### src/rtl/frz_pkg.sv
package frz_pkg;
  localparam int unsigned NUM_AGENTS  = 5;
  localparam int unsigned AGENT_WKUP  = 0;
  localparam int unsigned AGENT_SWTIM = 1;
  localparam int unsigned AGENT_RADIO = 2;
  localparam int unsigned AGENT_WDOG  = 3;
  localparam int unsigned AGENT_DMA   = 4;
  localparam int unsigned REG_DATA_W  = 16;
  localparam int unsigned REG_ADDR_W  = 4;
  localparam int unsigned OFS_SET     = 0;
  localparam int unsigned OFS_CLR     = 2;
  localparam int unsigned OFS_DBG     = 4;
endpackage

### src/rtl/frz_regif.sv
module frz_regif #(
  parameter int unsigned DATA_W  = frz_pkg::REG_DATA_W,
  parameter int unsigned ADDR_W  = frz_pkg::REG_ADDR_W,
  parameter int unsigned N       = frz_pkg::NUM_AGENTS,
  parameter int unsigned SET_OFS = frz_pkg::OFS_SET,
  parameter int unsigned CLR_OFS = frz_pkg::OFS_CLR,
  parameter int unsigned DBG_OFS = frz_pkg::OFS_DBG
) (
  input  logic              wr_en_i,
  input  logic [ADDR_W-1:0] addr_i,
  input  logic [DATA_W-1:0] wdata_i,
  input  logic [N-1:0]      state_i,
  input  logic              dbg_en_i,
  output logic [N-1:0]      set_req_o,
  output logic [N-1:0]      clr_req_o,
  output logic              dbg_we_o,
  output logic              dbg_wd_o,
  output logic [DATA_W-1:0] rdata_o
);
  localparam logic [ADDR_W-1:0] A_SET = ADDR_W'(SET_OFS);
  localparam logic [ADDR_W-1:0] A_CLR = ADDR_W'(CLR_OFS);
  localparam logic [ADDR_W-1:0] A_DBG = ADDR_W'(DBG_OFS);

  logic hit_set, hit_clr, hit_dbg;
  logic unused_wdata_hi;

  assign hit_set = (addr_i == A_SET);
  assign hit_clr = (addr_i == A_CLR);
  assign hit_dbg = (addr_i == A_DBG);

  assign set_req_o = (wr_en_i && hit_set) ? wdata_i[N-1:0] : '0;
  assign clr_req_o = (wr_en_i && hit_clr) ? wdata_i[N-1:0] : '0;
  assign dbg_we_o  = wr_en_i && hit_dbg;
  assign dbg_wd_o  = wdata_i[0];
  assign unused_wdata_hi = ^wdata_i[DATA_W-1:N];

  always_comb begin
    rdata_o = '0;
    if (hit_set || hit_clr) rdata_o[N-1:0] = state_i;
    else if (hit_dbg)       rdata_o[0]     = dbg_en_i;
  end
endmodule

### src/rtl/frz_cell.sv
module frz_cell (
  input  logic clk_i,
  input  logic rst_ni,
  input  logic set_i,
  input  logic clr_i,
  output logic q_o
);
  always_ff @(posedge clk_i or negedge rst_ni) begin
    if (!rst_ni)    q_o <= 1'b0;
    else if (clr_i) q_o <= 1'b0;   // clear has priority
    else if (set_i) q_o <= 1'b1;
  end

  AST_SET_FREEZES: assert property (@(posedge clk_i) disable iff (!rst_ni)
    (set_i && !clr_i) |=> q_o);
  AST_CLR_WINS: assert property (@(posedge clk_i) disable iff (!rst_ni)
    clr_i |=> !q_o);
  AST_ZERO_HOLDS: assert property (@(posedge clk_i) disable iff (!rst_ni)
    (!set_i && !clr_i) |=> $stable(q_o));
endmodule

### src/rtl/frz_halt_ovr.sv
module frz_halt_ovr #(
  parameter int unsigned N        = frz_pkg::NUM_AGENTS,
  parameter int unsigned WDOG_IDX = frz_pkg::AGENT_WDOG,
  parameter logic        DBG_RST  = 1'b1
) (
  input  logic         clk_i,
  input  logic         rst_ni,
  input  logic         dbg_we_i,
  input  logic         dbg_wd_i,
  input  logic         halt_i,
  input  logic [N-1:0] state_i,
  output logic         dbg_en_o,
  output logic [N-1:0] freeze_o
);
  localparam logic [N-1:0] WDOG_MASK = N'(1) << WDOG_IDX;

  logic [N-1:0] force_mask;

  always_ff @(posedge clk_i or negedge rst_ni) begin
    if (!rst_ni)       dbg_en_o <= DBG_RST;
    else if (dbg_we_i) dbg_en_o <= dbg_wd_i;
  end

  always_comb begin
    if (!halt_i)       force_mask = '0;
    else if (dbg_en_o) force_mask = '1;
    else               force_mask = WDOG_MASK;
  end

  assign freeze_o = state_i | force_mask;

  AST_DBG_LOAD: assert property (@(posedge clk_i) disable iff (!rst_ni)
    dbg_we_i |=> (dbg_en_o == $past(dbg_wd_i)));
  AST_HALT_WDOG: assert property (@(posedge clk_i) disable iff (!rst_ni)
    halt_i |-> freeze_o[WDOG_IDX]);
endmodule

### src/rtl/frz_ctrl.sv
module frz_ctrl #(
  parameter int unsigned DATA_W   = frz_pkg::REG_DATA_W,
  parameter int unsigned ADDR_W   = frz_pkg::REG_ADDR_W,
  parameter int unsigned N        = frz_pkg::NUM_AGENTS,
  parameter int unsigned WDOG_IDX = frz_pkg::AGENT_WDOG,
  parameter int unsigned SET_OFS  = frz_pkg::OFS_SET,
  parameter int unsigned CLR_OFS  = frz_pkg::OFS_CLR,
  parameter int unsigned DBG_OFS  = frz_pkg::OFS_DBG
) (
  input  logic              clk_i,
  input  logic              rst_ni,
  input  logic              wr_en_i,
  input  logic [ADDR_W-1:0] addr_i,
  input  logic [DATA_W-1:0] wdata_i,
  output logic [DATA_W-1:0] rdata_o,
  input  logic              halt_i,
  input  logic              wdog_nmi_mode_i,
  output logic [N-1:0]      freeze_o
);
  logic [N-1:0] state_q;
  logic [N-1:0] set_req, clr_req, set_gated;
  logic         dbg_we, dbg_wd, dbg_en;

  frz_regif #(
    .DATA_W(DATA_W), .ADDR_W(ADDR_W), .N(N),
    .SET_OFS(SET_OFS), .CLR_OFS(CLR_OFS), .DBG_OFS(DBG_OFS)
  ) u_regif (
    .wr_en_i  (wr_en_i),
    .addr_i   (addr_i),
    .wdata_i  (wdata_i),
    .state_i  (state_q),
    .dbg_en_i (dbg_en),
    .set_req_o(set_req),
    .clr_req_o(clr_req),
    .dbg_we_o (dbg_we),
    .dbg_wd_o (dbg_wd),
    .rdata_o  (rdata_o)
  );

  for (genvar g = 0; g < N; g++) begin : g_agent
    if (g == WDOG_IDX) begin : g_wdog
      // NMI-reset mode blocks a watchdog freeze request
      assign set_gated[g] = set_req[g] & ~wdog_nmi_mode_i;
    end else begin : g_plain
      assign set_gated[g] = set_req[g];
    end
    frz_cell u_cell (
      .clk_i (clk_i),
      .rst_ni(rst_ni),
      .set_i (set_gated[g]),
      .clr_i (clr_req[g]),
      .q_o   (state_q[g])
    );
  end

  frz_halt_ovr #(.N(N), .WDOG_IDX(WDOG_IDX), .DBG_RST(1'b1)) u_ovr (
    .clk_i   (clk_i),
    .rst_ni  (rst_ni),
    .dbg_we_i(dbg_we),
    .dbg_wd_i(dbg_wd),
    .halt_i  (halt_i),
    .state_i (state_q),
    .dbg_en_o(dbg_en),
    .freeze_o(freeze_o)
  );

  AST_WDOG_NMI_BLOCK: assert property (@(posedge clk_i) disable iff (!rst_ni)
    (wr_en_i && addr_i == ADDR_W'(SET_OFS) && wdog_nmi_mode_i && !state_q[WDOG_IDX])
    |=> !state_q[WDOG_IDX]);
  AST_HALT_ALL: assert property (@(posedge clk_i) disable iff (!rst_ni)
    (halt_i && dbg_en) |-> (&freeze_o));
  AST_NO_HALT_PASS: assert property (@(posedge clk_i) disable iff (!rst_ni)
    !halt_i |-> (freeze_o == state_q));
  AST_READ_STATE: assert property (@(posedge clk_i) disable iff (!rst_ni)
    (!halt_i && (addr_i == ADDR_W'(SET_OFS) || addr_i == ADDR_W'(CLR_OFS)))
    |-> (rdata_o == DATA_W'(freeze_o)));
endmodule

### config.mk
export PLATFORM = sky130hd
export DESIGN_NAME = frz_ctrl
export DESIGN_NICKNAME = d
export VERILOG_FILES = /design/src/rtl/frz_pkg.sv /design/src/rtl/frz_regif.sv /design/src/rtl/frz_cell.sv /design/src/rtl/frz_halt_ovr.sv /design/src/rtl/frz_ctrl.sv
export SDC_FILE = /design/constraint.sdc
export NUM_CORES = 1
export LEC_CHECK = 0
export BUFFER_PORTS_ARGS = -buffer_cell sky130_fd_sc_hd__clkbuf_2
export CAP_MARGIN = 20
export CORE_MARGIN = 5
export CORE_UTILIZATION = 36
export DETAILED_ROUTE_END_ITERATION = 10
export GPL_ROUTABILITY_DRIVEN = 0
export GPL_TIMING_DRIVEN = 0
export PLACE_DENSITY = 0.76
export RECOVER_POWER = 25
export SLEW_MARGIN = 25
export SYNTH_ARGS = -nofsm -noshare
export SYNTH_HDL_FRONTEND = slang
export SYNTH_HIERARCHICAL = 1
export SYNTH_SLANG_ARGS = --single-unit
### constraint.sdc
create_clock -name clk_i -period 1.4 [get_ports clk_i]
set_clock_uncertainty 0.2 [all_clocks]
set_input_delay 0.28 -clock clk_i [delete_from_list [all_inputs] [get_ports clk_i]]
set_output_delay 0.28 -clock clk_i [all_outputs]
set_load 0.01 [all_outputs]
* Word level (Yosys, flattened, before mapping) *
Cells that the tools add are included.

storage, ports and cells
  flip-flop bits (word level) = 6
  word-level logic and storage cells = 38

cells by class
  reduce and logical (&&, ||, !) cells = 10
  equality and inequality tests = 2
  bitwise operators = 3
  multiplexer cells = 17

operators by type and width
  cell                                            count
  2-to-1 mux 5 bit                                4
  2-to-1 mux 1 bit                                12
  nonzero test 2 bit                              5
  OR 5 bit                                        1
  == test 4 x 2 -> 1 bit (second input constant)  1
  == test 4 x 3 -> 1 bit (second input constant)  1
  logical NOT 4 bit                               1
  2-to-1 mux 4 bit                                1
  logical AND 1 bit                               3
  AND 1 bit                                       1
  logical OR 1 bit                                1
  NOT 1 bit                                       1

* Depth between registers and ports, before layout *
  depth after elaboration = 6
  gate-level depth with buffers = 4

* Modules after synthesis *
The synthesis kept the hierarchy.

modules (own cells, without submodules)
  module        sequential area each (um^2)  times used  area each (um^2)  cells each
  frz_regif     0.0                          1           250.2             35
  frz_cell      25.0                         5           35.0              2
  frz_halt_ovr  26.3                         1           82.6              7
  frz_ctrl      0.0                          1           13.8              1

* Least setup slack after synthesis *
OpenSTA, ideal clock, no wires.

  path type = register to output
  from = reg u_ovr.dbg_en_o
  to = out rdata_o[0]
  cell stages (with the launch flop) = 3
  data arrival time = 0.993 ns
  data required time = 0.920 ns
  path slack = -0.073 ns
  path buffers = 0
  path through = dfstp_2 nand3b_1 a211oi_1

between the ends
  longest elaborated chain between the ends = 2

ends and longest elaborated chain
  element                 line                RTL
  start, declared         frz_halt_ovr.sv:12  output logic dbg_en_o,
  start signal, assigned  frz_halt_ovr.sv:21  else if (dbg_we_i) dbg_en_o <= dbg_wd_i;
  2-to-1 mux 1 bit        frz_regif.sv:40     else if (hit_dbg) rdata_o[0] = dbg_en_i;
  2-to-1 mux 1 bit        frz_regif.sv:39     if (hit_set || hit_clr) rdata_o[N-1:0] = state_i;
  end, declared           frz_ctrl.sv:15      output logic [DATA_W-1:0] rdata_o,

Every way passes these cells.

* Worst setup path after layout *
Same ends and word-level chain as after synthesis.

==> flow_summary.toml <==
[cts]
cts_made_buffers = 3
clk_path_buf_depth = 2
cts.sinks = 6
clk_latency_ns = 0.24
htree_levels = 1
path_clk_slew_ns = 0.04
cts_tree = "yes"
cts-root-buf = "clkbuf_4"

[final_layout]
syn_to_final_growth_pct = 49.2
final_nets = 120
drive_gt1_frac = 0.543
fillers = 127
num_antenna_cells = 0
finalInstanceArea_sq_um = 778

[sta]
setup-tns-final_ns = -1.21
finalSetupViolations = 7
final.setup.worst_slack_ns = -0.254
finalHoldViolations = 0
finalCritPeriodShare = 1.18
rsz0062_at_grt = "true"
max_freq_mhz = 605
min_period_ns = 1.65
maxSlewViolCount = 0

[placement]
port_buffers = 23
dpl_worst_slack_ns = -0.150
placed_area_sq_um = 698

[min_path]
worstHoldPathType = "in2reg"

[detailed_routing]
wl_per_cell_microns = 11.0
viasPerCell = 4.48
post-route-drc-count = 0
drt_first_iter_violations = 5
wl_mm = 1.20
vias = 488
ant_nets = 0
first_pass_iters = 4

[global_route]
grt_overflow = 0
antenna_found_initial = 0
grt_pass1_wl_mm = 1.89
grt_max_degree = 11
grt_pass1_vias = 465
grt_usage = 0.117

[worst_setup_path]
arrival_ns = 1.17
worstSetupEndpoint = "rdata_o[0]"
reg2reg_from = "u_ovr/dbg_en_o"
critical_path_buf_inv_count = 1
cp.depth = 3
reg2reg_depth = 2
critPathLaunch = "u_ovr/dbg_en_o"
crit_path_start_kind = "register"
cp.required_ns = 0.92
r2r_setup_slack_ns = 0.36
path_cells = "nand3b_1 > a211oi_2 > buf_2"
crit_slowest_cell = "dfstp_2"
crit_path_max_fanout = 2
path_delay_family = "flip-flops"
worstReg2RegEnd = "u_ovr/dbg_en_o"
path_class = "reg2out"
max_stage_delay_ns = 0.52
end_kind = "output port"

[power]
p_per_area_nw_per_um2 = 885
leakagePower_nw = 0.466
vdd_drop_max_v = 0.000366

[outcome]
status = "complete, but fails checks"
violations = "setup timing"

[floorplanning]
die_w_microns = 48.1
rows = 13
die_h_microns = 48.1
start_util = 0.391
die-area_sq_um = 2310
ios = 46
core_area_sq_um = 1330

[yosys]
yosysSeqAreaShare = 0.290
synthMuxAreaShare = 0.0288
yosysWarningCount = 6
syn_area_per_cell_sq_um = 9.84
synth_top_family_by_area = "simple AND/OR/NAND/NOR gates"
synth_cell_types = 20
synthXorXnorAreaFrac = 0
synthesis.area_sq_um = 522
ys_ff_latch = 6
syn_inst = 53
synth-adder-area-share = 0
synth-simple-area-share = 0.324
synth-compound-area-share = 0.177

[flow_run]
cap_violations = 0
## placed cells by master, fill, tap and decap left out, drive strengths merged, types with 2 or more instances in the layout
cell / count
nor2b: 2
o21ba: 5
clkbuf: 22
buf: 20
and3: 10
dfrtp: 5
conb: 11
and2: 3
a21o: 4
## where the power goes
part,leakage (nW),switching (mW),internal [mW]
clock,0.0150,0.0581,0.108
combinational,0.378,0.117,0.158
sequential,0.0726,0.0290,0.218
## registers in the layout, summed over array words and instances (netlist names)
register / count
g_agent.u_cell/q_o: 5
u_ovr/dbg_en_o: 1
## logic make-up (layout without fill, tap and decap cells)
group	after synthesis	count (layout)
compound gates	10	10
buf+inv	12	43
flops	6	6
mux	1	1
other cells	1	11
simple gates	23	23
## per-stage QoR
stage | hold WS (ns) | power (mW) | utilization | cells
floorplan | -0.216 | 0.401 | - | 63
global placement | -0.0882 | 0.486 | 0.523 | 101
detailed placement | -0.0865 | 0.492 | 0.523 | 101
CTS | 0.174 | 0.700 | 0.584 | 109
global route | 0.189 | 0.748 | 0.583 | 109
finish | 0.184 | 0.689 | 0.583 | 109
## tightest hold or removal path, delay by kind of cell
family | cells | cell delay (ns)
buffers and inverters | 2 | 0.18
muxes | 1 | 0.12
## cell usage after synthesis
| master | number | area share |
|---|---|---|
| conb_1 | 1 | 0.0072 |
| nor2b_4 | 1 | 0.026 |
| nor3b_4 | 1 | 0.036 |
| or2_1 | 1 | 0.012 |
| and3_1 | 10 | 0.12 |
| nand2b_1 | 1 | 0.012 |
| buf_4 | 12 | 0.17 |
| a21o_2 | 4 | 0.067 |
| a211oi_1 | 1 | 0.014 |
| o21ba_1 | 5 | 0.096 |
| dfrtp_1 | 5 | 0.24 |
| mux2_4 | 1 | 0.029 |
| and2_1 | 3 | 0.036 |
| and4b_2 | 1 | 0.022 |
| nor2b_1 | 1 | 0.012 |
| nor3_1 | 1 | 0.0096 |
| nor2_1 | 1 | 0.0072 |
| dfstp_2 | 1 | 0.050 |
| nor4b_1 | 1 | 0.017 |
| nand3b_1 | 1 | 0.014 |
## final cells by class
cell class                 count  area (sq um)  area share
multi-input combinational     45           334       0.429
timing repair buffer          27           158       0.203
sequential                     6           151       0.195
buffer                        12          90.1       0.116
clock buffer                   4          26.3      0.0338
tap                           15          18.8      0.0241
## timing repair
item	4_1_cts	5_1_grt
pin swaps	2	4
setup endpoints to repair	10	10
endpoints found under the hold margin	6	0
buffers inserted	3	0
hold buffers	1	0
gates resized for setup	5	5
## routing by layer
layer	share of wire	vias to the layer above	track usage	wire length [microns]
met4	0	0	0.0645	0
met5	0	-	0	0
met1	0.43	214	0.153	508
met2	0.44	27	0.187	525
met3	0.13	0	0.0113	160
li1	-	247	-	-
## worst min-delay path by stage
| stage | cells past startpoint | slack (ns) | endpoint | startpoint |
|---|---|---|---|---|
| 2_1_floorplan | 0 | -0.22 | g_agent[0].u_cell/q_o | rst_ni |
| 3_3_place_gp | 1 | -0.09 | g_agent[3].u_cell/q_o | rst_ni |
| 3_5_place_dp | 1 | -0.09 | g_agent[3].u_cell/q_o | rst_ni |
| 4_1_cts | 3 | 0.17 | u_ovr/dbg_en_o | wdata_i[0] |
| 5_1_grt | 3 | 0.19 | u_ovr/dbg_en_o | wdata_i[0] |
| 6_report | 3 | 0.18 | u_ovr/dbg_en_o | wdata_i[0] |
Power figures use the tool's default switching activity.
